===== src/rtl/irq_bank_pkg.sv =====
package irq_bank_pkg;

   typedef enum logic [1:0] {
      DET_LEVEL = 2'd0,
      DET_RISE  = 2'd1,
      DET_FALL  = 2'd2,
      DET_BOTH  = 2'd3
   } det_mode_e;

   typedef enum logic [1:0] {
      GATE_NONE = 2'd0,
      GATE_HIGH = 2'd1,
      GATE_LOW  = 2'd2
   } gate_kind_e;

   localparam int NREG     = 8;
   localparam int NCTL     = 6;
   localparam int NSUM     = 5;

   localparam int CTL_EN   = 0;
   localparam int CTL_MSK  = 1;
   localparam int CTL_HEN  = 2;
   localparam int CTL_HMSK = 3;
   localparam int CTL_WE   = 4;
   localparam int CTL_WEL  = 5;

   localparam int CTL_BASE = 'h100;
   localparam int SUM_OFF  = 'h50;
   localparam int STK_OFF  = 'h60;

   localparam int WE_BIT   = 0;
   localparam int WEL_BIT  = 1;

   function automatic det_mode_e reg_mode(input int idx);
      case (idx)
         5:       return DET_RISE;
         6:       return DET_FALL;
         7:       return DET_BOTH;
         default: return DET_LEVEL;
      endcase
   endfunction

   function automatic gate_kind_e reg_gate(input int idx);
      case (idx)
         3:       return GATE_HIGH;
         4:       return GATE_LOW;
         default: return GATE_NONE;
      endcase
   endfunction

   function automatic int reg_offset(input int idx);
      case (idx)
         0:       return 'h00;
         1:       return 'h04;
         2:       return 'h08;
         3:       return 'h10;
         4:       return 'h14;
         5:       return 'h20;
         6:       return 'h30;
         default: return 'h40;
      endcase
   endfunction

endpackage


===== src/rtl/irq_status_cell.sv =====
module irq_status_cell
   import irq_bank_pkg::*;
#(
   parameter int             W     = 9,
   parameter logic [W-1:0]   VALID = '1,
   parameter det_mode_e      MODE  = DET_LEVEL
) (
   input  logic         clk,
   input  logic         rst_n,
   input  logic [W-1:0] src,
   input  logic         cap_en,
   input  logic [W-1:0] clr,
   input  logic [W-1:0] en,
   input  logic [W-1:0] msk,
   input  logic [W-1:0] hen,
   input  logic [W-1:0] hmsk,
   output logic [W-1:0] status,
   output logic         irq,
   output logic         halt
);

   logic [W-1:0] hit;
   logic [W-1:0] hit_v;

   generate
      if (MODE == DET_LEVEL) begin : g_level
         assign hit = src & {W{cap_en}};
      end else begin : g_edge
         logic [W-1:0] prev;
         always_ff @(posedge clk) begin
            if (!rst_n) prev <= '0;
            else        prev <= src;
         end
         if (MODE == DET_RISE) begin : g_rise
            assign hit = src & ~prev & {W{cap_en}};
            a_r3_rise_only: assert property (@(posedge clk) disable iff (!rst_n)
               ((status & ~$past(status)) & ~$past(src)) == '0);
         end else if (MODE == DET_FALL) begin : g_fall
            assign hit = ~src & prev & {W{cap_en}};
            a_r4_fall_only: assert property (@(posedge clk) disable iff (!rst_n)
               ((status & ~$past(status)) & $past(src)) == '0);
         end else begin : g_both
            assign hit = (src ^ prev) & {W{cap_en}};
         end
      end
   endgenerate

   assign hit_v = hit & VALID;

   always_ff @(posedge clk) begin
      if (!rst_n) status <= '0;
      else        status <= (status & ~clr) | hit_v;
   end

   assign irq  = |(status & en  & ~msk);
   assign halt = |(status & hen & ~hmsk);

   a_r6_keep_unwritten: assert property (@(posedge clk) disable iff (!rst_n)
      ($past(status) & ~$past(clr) & ~status) == '0);
   a_r12_set_wins: assert property (@(posedge clk) disable iff (!rst_n)
      ($past(hit_v) & ~status) == '0);
   a_r8_gate_blocks: assert property (@(posedge clk) disable iff (!rst_n)
      !cap_en |=> (status & ~$past(status)) == '0);
   a_r11_unused_zero: assert property (@(posedge clk) disable iff (!rst_n)
      (status & ~VALID) == '0);

endmodule


===== src/rtl/irq_sticky_cap.sv =====
module irq_sticky_cap #(
   parameter int W = 8
) (
   input  logic         clk,
   input  logic         rst_n,
   input  logic         wr,
   input  logic [W-1:0] wdata,
   input  logic [W-1:0] din,
   output logic [W-1:0] val
);

   logic armed;
   assign armed = (val == '0) && (din != '0);

   always_ff @(posedge clk) begin
      if (!rst_n)     val <= '0;
      else if (wr)    val <= wdata;
      else if (armed) val <= din;
   end

   a_r10_hold: assert property (@(posedge clk) disable iff (!rst_n)
      (val != '0 && !wr) |=> $stable(val));
   a_r10_load: assert property (@(posedge clk) disable iff (!rst_n)
      (val == '0 && !wr && din != '0) |=> (val == $past(din)));
   a_r10_write: assert property (@(posedge clk) disable iff (!rst_n)
      wr |=> (val == $past(wdata)));

endmodule


===== src/rtl/irq_status_bank.sv =====
module irq_status_bank
   import irq_bank_pkg::*;
#(
   parameter int ADDR_W     = 12,
   parameter int DATA_W     = 32,
   parameter int WIDE_W     = 4,
   parameter int NARROW_POS = 8,
   parameter int STICKY_W   = 8
) (
   input  logic                          clk,
   input  logic                          rst_n,
   input  logic [ADDR_W-1:0]             bus_addr,
   input  logic                          bus_wr,
   input  logic [DATA_W-1:0]             bus_wdata,
   output logic [DATA_W-1:0]             bus_rdata,
   input  logic [NREG-1:0][WIDE_W-1:0]   src_wide,
   input  logic [NREG-1:0]               src_narrow,
   input  logic [STICKY_W-1:0]           sticky_in,
   output logic [NREG-1:0]               irq_out,
   output logic [NREG-1:0]               halt_out,
   output logic                          top_irq
);

   localparam int STAT_W = NARROW_POS + 1;
   localparam logic [STAT_W-1:0] VALID_M =
      STAT_W'((1 << WIDE_W) - 1) | (STAT_W'(1) << NARROW_POS);

   if (NARROW_POS < WIDE_W) begin : g_bad_layout
      $error("single source bit overlaps the wide group");
   end
   if (DATA_W < STAT_W || DATA_W < STICKY_W || DATA_W < NSUM) begin : g_bad_data
      $error("data path narrower than a register");
   end
   if (ADDR_W < 9) begin : g_bad_addr
      $error("address too narrow for the control block");
   end
   if (STAT_W <= WEL_BIT) begin : g_bad_gate
      $error("gate bit outside control word");
   end

   logic [NCTL-1:0][STAT_W-1:0] ctrl;
   logic [NREG-1:0][STAT_W-1:0] stat;
   logic [NREG-1:0][STAT_W-1:0] src_full;
   logic [NREG-1:0]             cap_en;
   logic [NREG-1:0]             stat_wr;
   logic [NSUM-1:0]             summary;
   logic [STICKY_W-1:0]         sticky_val;
   logic                        sticky_wr;
   logic                        unused_wdata_hi;

   assign unused_wdata_hi = ^bus_wdata;

   // control words
   generate
      for (genvar c = 0; c < NCTL; c++) begin : g_ctrl
         logic hit_c;
         assign hit_c = bus_wr && (bus_addr == ADDR_W'(CTL_BASE + 4 * c));
         always_ff @(posedge clk) begin
            if (!rst_n)     ctrl[c] <= '0;
            else if (hit_c) ctrl[c] <= bus_wdata[STAT_W-1:0];
         end
      end
   endgenerate

   // status registers, one variant per mode and gate kind
   generate
      for (genvar g = 0; g < NREG; g++) begin : g_stat
         localparam det_mode_e  M  = reg_mode(g);
         localparam gate_kind_e GK = reg_gate(g);

         assign src_full[g] = STAT_W'(src_wide[g]) | (STAT_W'(src_narrow[g]) << NARROW_POS);
         assign stat_wr[g]  = bus_wr && (bus_addr == ADDR_W'(reg_offset(g)));

         if (GK == GATE_HIGH) begin : g_gh
            assign cap_en[g] = ctrl[CTL_WE][WE_BIT];
         end else if (GK == GATE_LOW) begin : g_gl
            assign cap_en[g] = ~ctrl[CTL_WEL][WEL_BIT];
         end else begin : g_gn
            assign cap_en[g] = 1'b1;
         end

         irq_status_cell #(
            .W     (STAT_W),
            .VALID (VALID_M),
            .MODE  (M)
         ) u_cell (
            .clk    (clk),
            .rst_n  (rst_n),
            .src    (src_full[g]),
            .cap_en (cap_en[g]),
            .clr    (stat_wr[g] ? bus_wdata[STAT_W-1:0] : '0),
            .en     (ctrl[CTL_EN]),
            .msk    (ctrl[CTL_MSK]),
            .hen    (ctrl[CTL_HEN]),
            .hmsk   (ctrl[CTL_HMSK]),
            .status (stat[g]),
            .irq    (irq_out[g]),
            .halt   (halt_out[g])
         );
      end
   endgenerate

   assign summary = {halt_out[1], irq_out[7], irq_out[6], irq_out[5], irq_out[0]};
   assign top_irq = |summary;

   assign sticky_wr = bus_wr && (bus_addr == ADDR_W'(STK_OFF));

   irq_sticky_cap #(.W(STICKY_W)) u_sticky (
      .clk   (clk),
      .rst_n (rst_n),
      .wr    (sticky_wr),
      .wdata (bus_wdata[STICKY_W-1:0]),
      .din   (sticky_in),
      .val   (sticky_val)
   );

   // read path, no side effects
   always_comb begin
      bus_rdata = '0;
      for (int i = 0; i < NREG; i++) begin
         if (bus_addr == ADDR_W'(reg_offset(i))) bus_rdata[STAT_W-1:0] = stat[i];
      end
      for (int c = 0; c < NCTL; c++) begin
         if (bus_addr == ADDR_W'(CTL_BASE + 4 * c)) bus_rdata[STAT_W-1:0] = ctrl[c];
      end
      if (bus_addr == ADDR_W'(SUM_OFF)) bus_rdata[NSUM-1:0] = summary;
      if (bus_addr == ADDR_W'(STK_OFF)) bus_rdata[STICKY_W-1:0] = sticky_val;
   end

   a_r7_ctrl_keeps_status: assert property (@(posedge clk) disable iff (!rst_n)
      (bus_wr && bus_addr >= ADDR_W'(CTL_BASE)) |=> $stable(stat));
   a_r9_summary_ro: assert property (@(posedge clk) disable iff (!rst_n)
      (top_irq == (irq_out[0] | irq_out[5] | irq_out[6] | irq_out[7] | halt_out[1])));

endmodule


===== config.mk =====
export PLATFORM = sky130hd
export DESIGN_NAME = irq_status_bank
export DESIGN_NICKNAME = d
export VERILOG_FILES = /design/src/rtl/irq_bank_pkg.sv /design/src/rtl/irq_status_cell.sv /design/src/rtl/irq_sticky_cap.sv /design/src/rtl/irq_status_bank.sv
export SDC_FILE = /design/constraint.sdc
export NUM_CORES = 1
export LEC_CHECK = 0
export BUFFER_PORTS_ARGS = -buffer_cell sky130_fd_sc_hd__buf_2
export CAP_MARGIN = 0
export CORE_MARGIN = 2
export CORE_UTILIZATION = 50
export CTS_CLUSTER_DIAMETER = 80
export CTS_CLUSTER_SIZE = 40
export DETAILED_ROUTE_END_ITERATION = 6
export GPL_TIMING_DRIVEN = 0
export HOLD_SLACK_MARGIN = 0.08
export PLACE_DENSITY_LB_ADDON = 0.08
export SYNTH_ARGS = -nofsm -noshare
export SYNTH_HDL_FRONTEND = slang
export SYNTH_SLANG_ARGS = --single-unit

===== constraint.sdc =====
create_clock -name clk -period 6.8 [get_ports clk]
set_input_delay 0.68 -clock clk [delete_from_list [all_inputs] [get_ports clk]]
set_output_delay 0.68 -clock clk [all_outputs]
set_load 0.01 [all_outputs]

==> run metrics <==
CP endpoint kind output pin; Synth area leaders dfxtp_1, nor2b_1, a21oi_1; most common cell in the netlist dfxtp_1; synthesized cell area 8240 sq um; detailed-route DRC error count 16; Slew Limit Fails 0; Hold Crit Class in -> reg; Post-synth EDFFs 0; Critical Path RT 6.12 ns; CTS clk-pin slew, worst paths 0.07 ns; Yosys top cell by area dfxtp_1; dpl hpwl 24600 um; crit path time final 4.58 ns; largest net degree at the start of global routing 17; Tot Pwr 0.00210 W; Final TNS setup 0 ns; port buffer count 93; Pleak 3.86 nW; pwr dens 218 nW/um^2; Die Y 132 um; crit-path max FO 10; Num CTS Buffers 17; Final Cycle Share 0.674; initial core utilization 0.515; VDD IR-drop max 0.210 mV; Finish-stage setup viols 0; Post-Syn Instances 1015; worst endpoint data arrival time 3.90 ns; FFs w/ async S/R, synth 0; Synth Warn # 0; drt pass-1 iters 7; Die Area 17500 sq um; Yosys top cell area share 0.362; area grow syn2layout 16.9%; max frequency 218 MHz; Mean Syn Cell Area 8.12 sq um; number of DRC markers in iteration 0 1458; max-cap violation count 0; hold_buf cts 0; sequential element share of the synthesized area 0.362; post_cts resized 0; first-pass GRT wire length 49100 um; post-CTS setup buffer count 0; WL final 33300 um; diodes inserted 0; R2R Path Start u_sticky.val[1]; Main synth FF type dfxtp_1; Least-Margin Pin Slew 1.33 ns; num rows 46; CTS H-tree depth 4; CTS root buffer clkbuf_16; DRT antenna net count 0; chip width 132 um; I/O Pins 144; Hold WS 0.442 ns; Core Util, Final 0.602; Slew HR 0.107; library cells used by synthesis 70; clk sinks 149; Startpoint Class input port; Final Hold Viols 0; status finished with violations; DR WL/cell 24.1 um; GPL Wtd Cong 1.07; Total GRT Usage 0.373; initial antenna violation count 0; Fin Clk Skew 0.00769 ns; Worst Hold Launch src_narrow[5]; vias in the first global route 8072; failing checks design-rule violations; Post-synth top cells dfxtp_1, nand2_1, a21oi_1, nor2b_1, clkbuf_1; clk_lat worst skew 0.45 ns; final global-route overflow total 0; Via Count 8714; register bit total from synthesis 149; # nets final 1244; Setup Crit Path Kind in -> out; crit path launch bus_addr[6]; share of cells above drive strength 1 0.167; clock buffer depth 2; vias per cell 6.32; core area 16000 sq um; RSZ-0062 raised after global routing false; CTS tree done
routing by layer:
metal | vias to the layer above | track usage | wire length (um)
met5 | - | 0 | 0
met4 | 0 | 0.169 | 1620
met3 | 156 | 0.103 | 4160
met2 | 651 | 0.567 | 14300
met1 | 4029 | 0.493 | 13200
li1 | 3878 | - | -
power by group:
| part | switching (W) | internal (W) |
|---|---|---|
| Clock | 0.000412 | 0.000528 |
| Combinational | 0.000132 | 0.0000832 |
| Sequential | 0.0000386 | 0.000907 |
| Total | 0.000583 | 0.00152 |
placed cells by master (no fill, tap or decap), types with 7 or more instances in the layout:
cell type and instances:
clkbuf_16 17, a22oi_1 39, mux2i_1 41, nor2b_1 103
nor2_1 42, buf_2 103, a22o_1 18, dfxtp_1 149
buf_4 40, nor3_1 7, a21oi_1 103, a221oi_1 13
a21boi_0 26, a221o_1 9, nor4_1 10, o21ai_0 26
and2_1 20, clkbuf_1 66, conb_1 23, inv_1 7
a222oi_1 12, nand3_1 49, nand2_1 128
cells by family (layout without fill, tap and decap cells):
logic type	after synthesis	after routing	share of synthesized area
simple gates	400	400	0.257
xor+xnor	6	6	0.00638
buf+inv	128	253	0.0799
other cells	1	23	0.000455
flops	149	149	0.362
compound gates	286	286	0.237
mux	45	45	0.0566
critical path, stage by stage:
cell       delay (ns)
buf_2            0.13
clkbuf_1         0.27
nor4b_1          1.11
nand2_1          0.40
nor2_1           0.20
a2111oi_1        0.08
a2111oi_1        0.54
o221ai_1         0.28
buf_2            0.20
worst paths after layout:
check                                                        to  cells after the start  slack, ns
worst min-delay path            g_stat[5].u_cell.g_edge.prev[8]                      2       0.44
worst min register to register                         ctrl[53]                      2       0.47
worst max-delay path                               bus_rdata[1]                      9       2.22
worst max register to register                  u_sticky.val[7]                      5       5.26
area by class of cell:
type / count / area (sq um)
buffer: 121 / 632
clock buffer: 20 / 457
clock inverter: 12 / 118
fill: 1553 / 6370
inverter: 7 / 26.3
multi-input combinational: 760 / 4680
sequential: 149 / 2980
tap: 216 / 270
timing repair buffer: 93 / 465
flip-flops by register name (all words and copies together), names as in the netlist:
| signal | flops |
|---|---|
| u_sticky.val | 8 |
| ctrl | 53 |
| g_stat.u_cell.status | 72 |
| cap_en | 1 |
| g_stat.u_cell.g_edge.prev | 15 |
per-stage QoR:
stage / setup WS, ns / area (sq um) / std cells
2_1_floorplan: 3.50 / 8320 / 1037
3_3_place_gp: 2.27 / 9060 / 1346
3_5_place_dp: 2.40 / 9060 / 1346
4_1_cts: 2.39 / 9630 / 1378
5_1_grt: 2.10 / 9630 / 1378
6_report: 2.22 / 9630 / 1378
No activity file was read; power rests on OpenSTA's default activity.
